[src/rtl/sqsel_pkg.sv]
`timescale 1ns/1ps
package sqsel_pkg;
  // Lowest bit of group k when group widths are firstW, firstW+1, ...
  function automatic int grpLsb(input int firstW, input int k);
    return k * firstW + (k * (k - 1)) / 2;
  endfunction

  // Width of group k
  function automatic int grpWidth(input int firstW, input int k);
    return firstW + k;
  endfunction
endpackage

[src/rtl/csa_pg_setup.sv]
`timescale 1ns/1ps
// Per-bit propagate / generate terms feeding every carry chain.
module csaPgSetup #(
  parameter int WIDTH = 20
) (
  input  logic [WIDTH-1:0] opA,
  input  logic [WIDTH-1:0] opB,
  output logic [WIDTH-1:0] prop,
  output logic [WIDTH-1:0] gen
);
  assign prop = opA ^ opB;
  assign gen  = opA & opB;
endmodule

[src/rtl/csa_ripple.sv]
`timescale 1ns/1ps
// Plain ripple chain over one group, seeded with a given carry.
module csaRipple #(
  parameter int W = 2
) (
  input  logic         seed,
  input  logic [W-1:0] prop,
  input  logic [W-1:0] gen,
  output logic [W-1:0] sum,
  output logic         cout
);
  logic chainC;

  always_comb begin
    chainC = seed;
    for (int i = 0; i < W; i++) begin
      sum[i] = prop[i] ^ chainC;
      chainC = gen[i] | (prop[i] & chainC);
    end
    cout = chainC;
  end
endmodule

[src/rtl/csa_spec_group.sv]
`timescale 1ns/1ps
// Speculative group: two chains, one assuming carry 0, one assuming carry 1.
module csaSpecGroup #(
  parameter int W = 3
) (
  input  logic [W-1:0] prop,
  input  logic [W-1:0] gen,
  output logic [W-1:0] sumLow,
  output logic [W-1:0] sumHigh,
  output logic         coutLow,
  output logic         coutHigh
);
  csaRipple #(.W(W)) uChainLow (
    .seed(1'b0),
    .prop(prop),
    .gen (gen),
    .sum (sumLow),
    .cout(coutLow)
  );

  csaRipple #(.W(W)) uChainHigh (
    .seed(1'b1),
    .prop(prop),
    .gen (gen),
    .sum (sumHigh),
    .cout(coutHigh)
  );
endmodule

[src/rtl/csa_select_chain.sv]
`timescale 1ns/1ps
// Control path: walks the real carry across group boundaries and emits the
// per-group select strobes that steer the datapath multiplexers.
module csaSelectChain #(
  parameter int NUM_GROUPS = 5
) (
  input  logic                  carryIn,
  input  logic [NUM_GROUPS-1:0] specCout0,
  input  logic [NUM_GROUPS-1:0] specCout1,
  output logic [NUM_GROUPS-1:0] groupSel,
  output logic [NUM_GROUPS:0]   boundaryCarry
);
  logic walkC;

  always_comb begin
    walkC            = carryIn;
    boundaryCarry[0] = walkC;
    for (int k = 0; k < NUM_GROUPS; k++) begin
      groupSel[k]        = walkC;
      walkC              = walkC ? specCout1[k] : specCout0[k];
      boundaryCarry[k+1] = walkC;
    end
  end
endmodule

[src/rtl/sqrt_select_adder.sv]
`timescale 1ns/1ps
// Carry-select adder with group widths growing by one bit per group.
module sqrtSelectAdder #(
  parameter  int FIRST_WIDTH = 2,
  parameter  int NUM_GROUPS  = 5,
  localparam int WIDTH       = sqsel_pkg::grpLsb(FIRST_WIDTH, NUM_GROUPS)
) (
  input  logic [WIDTH-1:0] opA,
  input  logic [WIDTH-1:0] opB,
  input  logic             carryIn,
  output logic [WIDTH-1:0] sumOut,
  output logic             carryOut
);
  logic [WIDTH-1:0]      prop;
  logic [WIDTH-1:0]      gen;
  logic [WIDTH-1:0]      sumLow;
  logic [WIDTH-1:0]      sumHigh;
  logic [NUM_GROUPS-1:0] specCout0;
  logic [NUM_GROUPS-1:0] specCout1;
  logic [NUM_GROUPS-1:0] groupSel;
  logic [NUM_GROUPS:0]   boundaryCarry;

  csaPgSetup #(.WIDTH(WIDTH)) uPg (
    .opA (opA),
    .opB (opB),
    .prop(prop),
    .gen (gen)
  );

  for (genvar k = 0; k < NUM_GROUPS; k++) begin : gGroup
    localparam int LSB = sqsel_pkg::grpLsb(FIRST_WIDTH, k);
    localparam int W   = sqsel_pkg::grpWidth(FIRST_WIDTH, k);

    if (k == 0) begin : gDirect
      // Lowest group: real carry is available at once, no speculation.
      csaRipple #(.W(W)) uLow (
        .seed(carryIn),
        .prop(prop[LSB +: W]),
        .gen (gen[LSB +: W]),
        .sum (sumLow[LSB +: W]),
        .cout(specCout0[k])
      );
      assign sumHigh[LSB +: W] = sumLow[LSB +: W];
      assign specCout1[k]      = specCout0[k];
    end else begin : gSpec
      csaSpecGroup #(.W(W)) uSpec (
        .prop    (prop[LSB +: W]),
        .gen     (gen[LSB +: W]),
        .sumLow  (sumLow[LSB +: W]),
        .sumHigh (sumHigh[LSB +: W]),
        .coutLow (specCout0[k]),
        .coutHigh(specCout1[k])
      );
    end

    // Sum multiplexer steered by the select strobe for this group
    assign sumOut[LSB +: W] = groupSel[k] ? sumHigh[LSB +: W] : sumLow[LSB +: W];
  end

  csaSelectChain #(.NUM_GROUPS(NUM_GROUPS)) uSel (
    .carryIn      (carryIn),
    .specCout0    (specCout0),
    .specCout1    (specCout1),
    .groupSel     (groupSel),
    .boundaryCarry(boundaryCarry)
  );

  assign carryOut = boundaryCarry[NUM_GROUPS];
endmodule

[config.mk]
export PLATFORM = sky130hd
export DESIGN_NAME = sqrtSelectAdder
export DESIGN_NICKNAME = d
export VERILOG_FILES = /design/src/rtl/sqsel_pkg.sv /design/src/rtl/csa_pg_setup.sv /design/src/rtl/csa_ripple.sv /design/src/rtl/csa_spec_group.sv /design/src/rtl/csa_select_chain.sv /design/src/rtl/sqrt_select_adder.sv
export SDC_FILE = /design/constraint.sdc
export NUM_CORES = 1
export LEC_CHECK = 0
export ABC_AREA = 0
export BUFFER_PORTS_ARGS = -buffer_cell sky130_fd_sc_hd__buf_2
export CAP_MARGIN = 20
export CORE_MARGIN = 3
export CORE_UTILIZATION = 30
export DETAILED_ROUTE_END_ITERATION = 12
export PLACE_DENSITY = 0.69
export SLEW_MARGIN = 20
export SYNTH_ARGS = -nofsm -noshare
export SYNTH_HDL_FRONTEND = slang
export SYNTH_SLANG_ARGS = --single-unit
[constraint.sdc]
create_clock -name vclk -period 10.5
set_clock_uncertainty 0.15 [all_clocks]
set_input_delay 1.05 -clock vclk [all_inputs]
set_output_delay 1.05 -clock vclk [all_outputs]
set_load 0.01 [all_outputs]
Yosys cells after proc, flatten, opt, wreduce, memory -nomap -nowiden
Cells that the tools add are included.
{"block": "totals", "input_bits": 41, "output_inout_bits": 21, "elab_cells": 108, "register_bits": 0}
{"block": "op_classes", "mux": 8, "bitwise_logic": 100}
{"op": "$or A1 B1 Y1", "n": 34}
{"op": "$and A1 B1 Y1", "n": 30}
{"op": "$xor A1 B1 Y1", "n": 30}
{"op": "$and A20 B20 Y20", "n": 1}
{"op": "$xor A20 B20 Y20", "n": 1}
{"op": "$mux W6", "n": 1}
{"op": "$mux W5", "n": 1}
{"op": "$mux W1", "n": 4}
{"op": "$mux W4", "n": 1}
{"op": "$not A1 Y1", "n": 4}
{"op": "$mux W3", "n": 1}

Logic depth before layout (Yosys ltp)
{"block": "depth", "depth_word": 13, "mapped_depth": 27, "mapped_depth_nobuf": 27}

Cells and area by module
Synthesis repeated with hierarchy kept, for this count alone.
{"block": "hier_totals", "hier_cells": 137, "hier_area_um2": 1355.0}
{"mod": "csaPgSetup", "seq_area_each_um2": 0.0, "n_inst": 1, "cells_each": 20, "area_each_um2": 250.2}
{"mod": "sqrtSelectAdder", "seq_area_each_um2": 0.0, "n_inst": 1, "cells_each": 19, "area_each_um2": 236.5}
{"mod": "csaRipple at gGroup[4].gSpec.uSpec.uChainHigh ...", "seq_area_each_um2": 0.0, "n_inst": 2, "cells_each": 12, "area_each_um2": 112.6}
{"mod": "csaRipple at gGroup[3].gSpec.uSpec.uChainHigh ...", "seq_area_each_um2": 0.0, "n_inst": 2, "cells_each": 10, "area_each_um2": 93.8}
{"mod": "csaRipple at gGroup[2].gSpec.uSpec.uChainHigh ...", "seq_area_each_um2": 0.0, "n_inst": 2, "cells_each": 8, "area_each_um2": 75.1}
{"mod": "csaSelectChain", "seq_area_each_um2": 0.0, "n_inst": 1, "cells_each": 14, "area_each_um2": 125.1}
{"mod": "csaRipple at gGroup[1].gSpec.uSpec.uChainHigh ...", "seq_area_each_um2": 0.0, "n_inst": 2, "cells_each": 6, "area_each_um2": 56.3}
{"mod": "csaRipple at gGroup[0].gDirect.uLow", "seq_area_each_um2": 0.0, "n_inst": 1, "cells_each": 4, "area_each_um2": 37.5}
{"mod": "csaSpecGroup", "seq_area_each_um2": 0.0, "n_inst": 4, "cells_each": 2, "area_each_um2": 7.5}

Worst setup path after synthesis
Ideal clock, no wire load.
{"block": "synth_path", "path_kind": "input to output", "from": "input opA[0]", "to": "output sumOut[19]", "setup_slack_ns": 1.415, "cell_stages": 27, "arrival_time_ns": 7.885, "required_ns": 9.300, "cell_sequence": "inv_1 -> fa_1 -> inv_1 -> fa_1 -> nor2_1 -> a21oi_1 -> fa_1 -> fa_1 -> nor2_1 -> a21oi_1 -> fa_1 -> fa_1 -> fa_1 -> nor2_1 -> a21oi_1 -> fa_1 -> fa_1 -> fa_1 -> fa_1 -> mux2i_1 -> fa_1 -> fa_1 -> fa_1 -> fa_1 -> inv_1 -> fa_1 -> inv_1"}
{"block": "synth_via", "elab_chain_cells": 9}
{"element": "start, declared", "line": "sqrt_select_adder.sv:8", "rtl": "input logic [WIDTH-1:0] opA,"}
{"element": "$xor A20 B20 Y20", "line": "csa_pg_setup.sv:11", "rtl": "assign prop = opA ^ opB;"}
{"element": "$and A1 B1 Y1", "line": "csa_ripple.sv:18", "rtl": "chainC = gen[i] | (prop[i] & chainC);"}
{"element": "$or A1 B1 Y1 (*)", "line": "csa_ripple.sv:18"}
{"element": "$and A1 B1 Y1 (*)", "line": "csa_ripple.sv:18"}
{"element": "$or A1 B1 Y1 (*)", "line": "csa_ripple.sv:18"}
{"element": "$mux W1 (*) (3 in series)", "line": "csa_select_chain.sv:20", "rtl": "walkC = walkC ? specCout1[k] : specCout0[k];"}
{"element": "$mux W6 (*)", "line": "sqrt_select_adder.sv:57", "rtl": "assign sumOut[LSB +: W] = groupSel[k] ? sumHigh[LSB +: W] : sumLow[LSB +: W];"}
{"element": "end, declared", "line": "sqrt_select_adder.sv:11", "rtl": "output logic [WIDTH-1:0] sumOut,"}
Mark *: on every way between the ends. The rest lies on a longest branch, timed or not.

Final worst setup path
Same ends and word-level chain as after synthesis.

==> tab_implementation.tex <==
\begin{tabular}{lr}
\hline
Metric & Value \\
\hline
\multicolumn{2}{l}{\textbf{Floorplan}} \\
Effective utilization at floorplan & about a third \\
Num ports & a little over 60 \\
Area of the placeable core & between 1500 and 2000 um2 \\
Number of rows created at floorplan & 15 \\
Die height & about 49 um \\
Die ar. & between 2000 and 2500 um2 \\
Width of the chip & 49.3 um \\
\multicolumn{2}{l}{\textbf{Critical path}} \\
Type of origin of the critical path & input port \\
Critical path required time & about 9.3 ns \\
Crit path capture type & primary output \\
CP Data Arrival Time & 8.37 ns \\
Cell mode on critical path & fa\_1 \\
Worst path slowest cell & fa\_1 \\
Worst path max stage delay & about 0.43 ns \\
Critical Setup Path Class & input port to primary output \\
Largest fanout on the critical path & 3 \\
\multicolumn{2}{l}{\textbf{Power}} \\
Psw & slightly below 0.00003 W \\
Combinational group share of total power & 100.0\% \\
Total internal power & 0.0000266 W \\
Clock power share & 0\% \\
Sequential group share of total power & 0\% \\
Worst IR drop on VDD & between 0.02 and 0.03 mV \\
Leakage & between 0.5 and 0.6 nW \\
Net Sw Frac & 52.5\% \\
Power per Cell Area & 62.0 nW/um2 \\
Design Power & around 0.000056 W \\
\multicolumn{2}{l}{\textbf{Finish}} \\
Layout Area Growth over Synthesis & 60.7\% \\
Most common cell after layout, fill and taps aside & buf\_2 \\
Leading cell types in the layout, fill and taps excluded & buf\_2, inv\_1, fa\_1, ha\_1, xor2\_1 \\
Register Area & 0 um2 \\
Antenna fix cells & 0 \\
Number of sequential cells in the layout & 0 \\
Number of nets in the final layout & 183 \\
Share of post-route cells with drive strength above 1 & a little over half \\
Final-layout clock buffer total & 0 \\
\multicolumn{2}{l}{\textbf{Synthesis}} \\
Synth Area in Compound Gates & 2.67\% \\
Cell count after synthesis & 54 \\
Post-synthesis share of cell area spent on full adders, half adders and majority gates & 74.7\% \\
Number of nets produced by synthesis & around 120 \\
Portion of netlist area occupied by mux cells & under 10\% \\
Combinational family with the most area after synthesis & adder cells \\
Per-instance average area after synthesis & 10.4 um2 \\
Synth Cell Area & about 560 um2 \\
Sequential element share of the synthesized area & 0\% \\
Number of distinct standard cells referenced by the synthesized netlist & 7 \\
Basic-gate share of the synthesized area counting and, or, nand and nor cells & $\sim$2\% \\
Yosys Warn Count & 0 \\
Share of the synthesized netlist area taken by xor and xnor gates & 6.22\% \\
\multicolumn{2}{l}{\textbf{Drt}} \\
ANT nets after route & 0 \\
\# DRC & 0 \\
Mean number of vias per cell & $\sim$4.2 \\
Final Routed Wirelength & between 1 and 1.5 mm \\
Number of detailed-route iterations in the first pass & 3 \\
Wire length per cell & 9.26 um \\
Number of DRC markers after the initial detailed-route iteration & 2 \\
Total via count after detailed routing & just under 600 \\
\multicolumn{2}{l}{\textbf{Placement}} \\
Final HPWL DP & $\sim$1.3 mm \\
Worst Setup Slack post-DPL & a little under 0.9 ns \\
RePlAce Congestion & 0.645 \\
Port buffer count & 62 \\
\multicolumn{2}{l}{\textbf{Hold path}} \\
Startpoint of the lowest-slack hold path & opB[6] \\
Number of cells on the worst hold path & 3 \\
Endpoint with the worst hold slack & sumOut[6] \\
Worst hold-check path type & input port to primary output \\
\multicolumn{2}{l}{\textbf{Global routing}} \\
Wire length of the first global-routing pass & 2.43 mm \\
Global routing usage summed across all routing layers & a little under an eighth \\
Via count of the first global-routing pass & about 640 \\
Number of antenna violations at the first check in global routing & 0 \\
Maximum number of pins on one net before global-route repair & 4 \\
Overall overflow remaining after global route & 0 \\
\multicolumn{2}{l}{\textbf{Clocking}} \\
Buffer count from post-CTS setup fixing & 0 \\
Cts hold-fix bufs & 0 \\
Number of gates given a new drive strength after cts & 0 \\
\multicolumn{2}{l}{\textbf{STA}} \\
Highest Clock Rate & between 100 and 150 MHz \\
Period Utilization, post-route & about nine tenths \\
Shortest clock period the worst path allows after layout & roughly 9.6 ns \\
Worst relative slew slack & between 80 and 90\% \\
Measured slew at the worst slew-check pin & about 0.18 ns \\
Worst hold slack after final layout & between 2 and 2.5 ns \\
Final slew viol count & 0 \\
Final number of setup-violating endpoints & 0 \\
Total count of hold-check failures in the final report & 0 \\
Summed negative setup slack over all endpoints & 0 ns \\
Unrepaired setup endpoints after global routing & no \\
Post-route setup slack & 0.932 ns \\
\multicolumn{2}{l}{\textbf{Outcome}} \\
Status & finished, final reports clean \\
\multicolumn{2}{l}{\textbf{Flow run}} \\
Max capacitance violation total & 0 \\
\hline
\end{tabular}
Yosys cell counts:
cell / n / area [um2]
fa_1: 16 / 320
xor2_1: 4 / 35.0
nor2_1: 3 / 11.3
a21oi_1: 3 / 15.0
ha_1: 8 / 100
mux2i_1: 1 / 10.0
inv_1: 19 / 71.3
area by class of cell:
class | instances | area, um2
fill | 171 | 841
tap | 25 | 31.3
inverter | 19 | 71.3
timing repair buffer | 62 | 310
multi-input combinational | 35 | 492
power by group through the flow:
stage / Clock [W] / Sequential, W / Combinational [W]
final: 0 / 0 / 0.0000561
after global routing: 0 / 0 / 0.0000644
after CTS: 0 / 0 / 0.0000575
after detailed placement: 0 / 0 / 0.0000570
after global placement: 0 / 0 / 0.0000547
after floorplan: 0 / 0 / 0.0000329
cells by family after synthesis:
logic type	after synthesis
adder cells (fa/ha/maj)	24
buffers and inverters	19
XOR/XNOR	4
AO/OA/AOI/OAI	3
AND/OR/NAND/NOR	3
multiplexers	1
routing by layer:
metal,routed length (um),vias up,GRT usage [%]
li1,-,275,-
met1,445,268,13.8
met2,658,50,23.0
met3,200,0,2.75
met4,0,0,0
met5,0,-,0
metrics by stage:
step / area, um2 / util (%) / std cells
2_1_floorplan: 563 / - / 54
3_5_place_dp: 905 / 51.8 / 141
3_3_place_gp: 905 / 51.8 / 141
6_report: 905 / 51.8 / 141
5_1_grt: 905 / 51.8 / 141
4_1_cts: 905 / 51.8 / 141
how the worst max path moves through the flow:
stage | start | slack [ns] | to | cells after the start
after floorplan | opA[0] | 1.41 | sumOut[19] | 27
after global placement | opA[0] | 1.07 | sumOut[19] | 29
after detailed placement | opA[0] | 0.87 | sumOut[19] | 29
after CTS | opA[0] | 0.86 | sumOut[19] | 29
after global routing | opA[0] | 0.50 | sumOut[19] | 29
final | opA[0] | 0.93 | sumOut[19] | 29
critical path: cells and delay by family:
kind | cells | cell delay [ns]
AND/OR/NAND/NOR | 3 | 0.36
buffers and inverters | 6 | 0.48
adder cells (fa/ha/maj) | 16 | 6.15
AO/OA/AOI/OAI | 3 | 0.18
multiplexers | 1 | 0.16
Power figures use the tool's default switching activity.
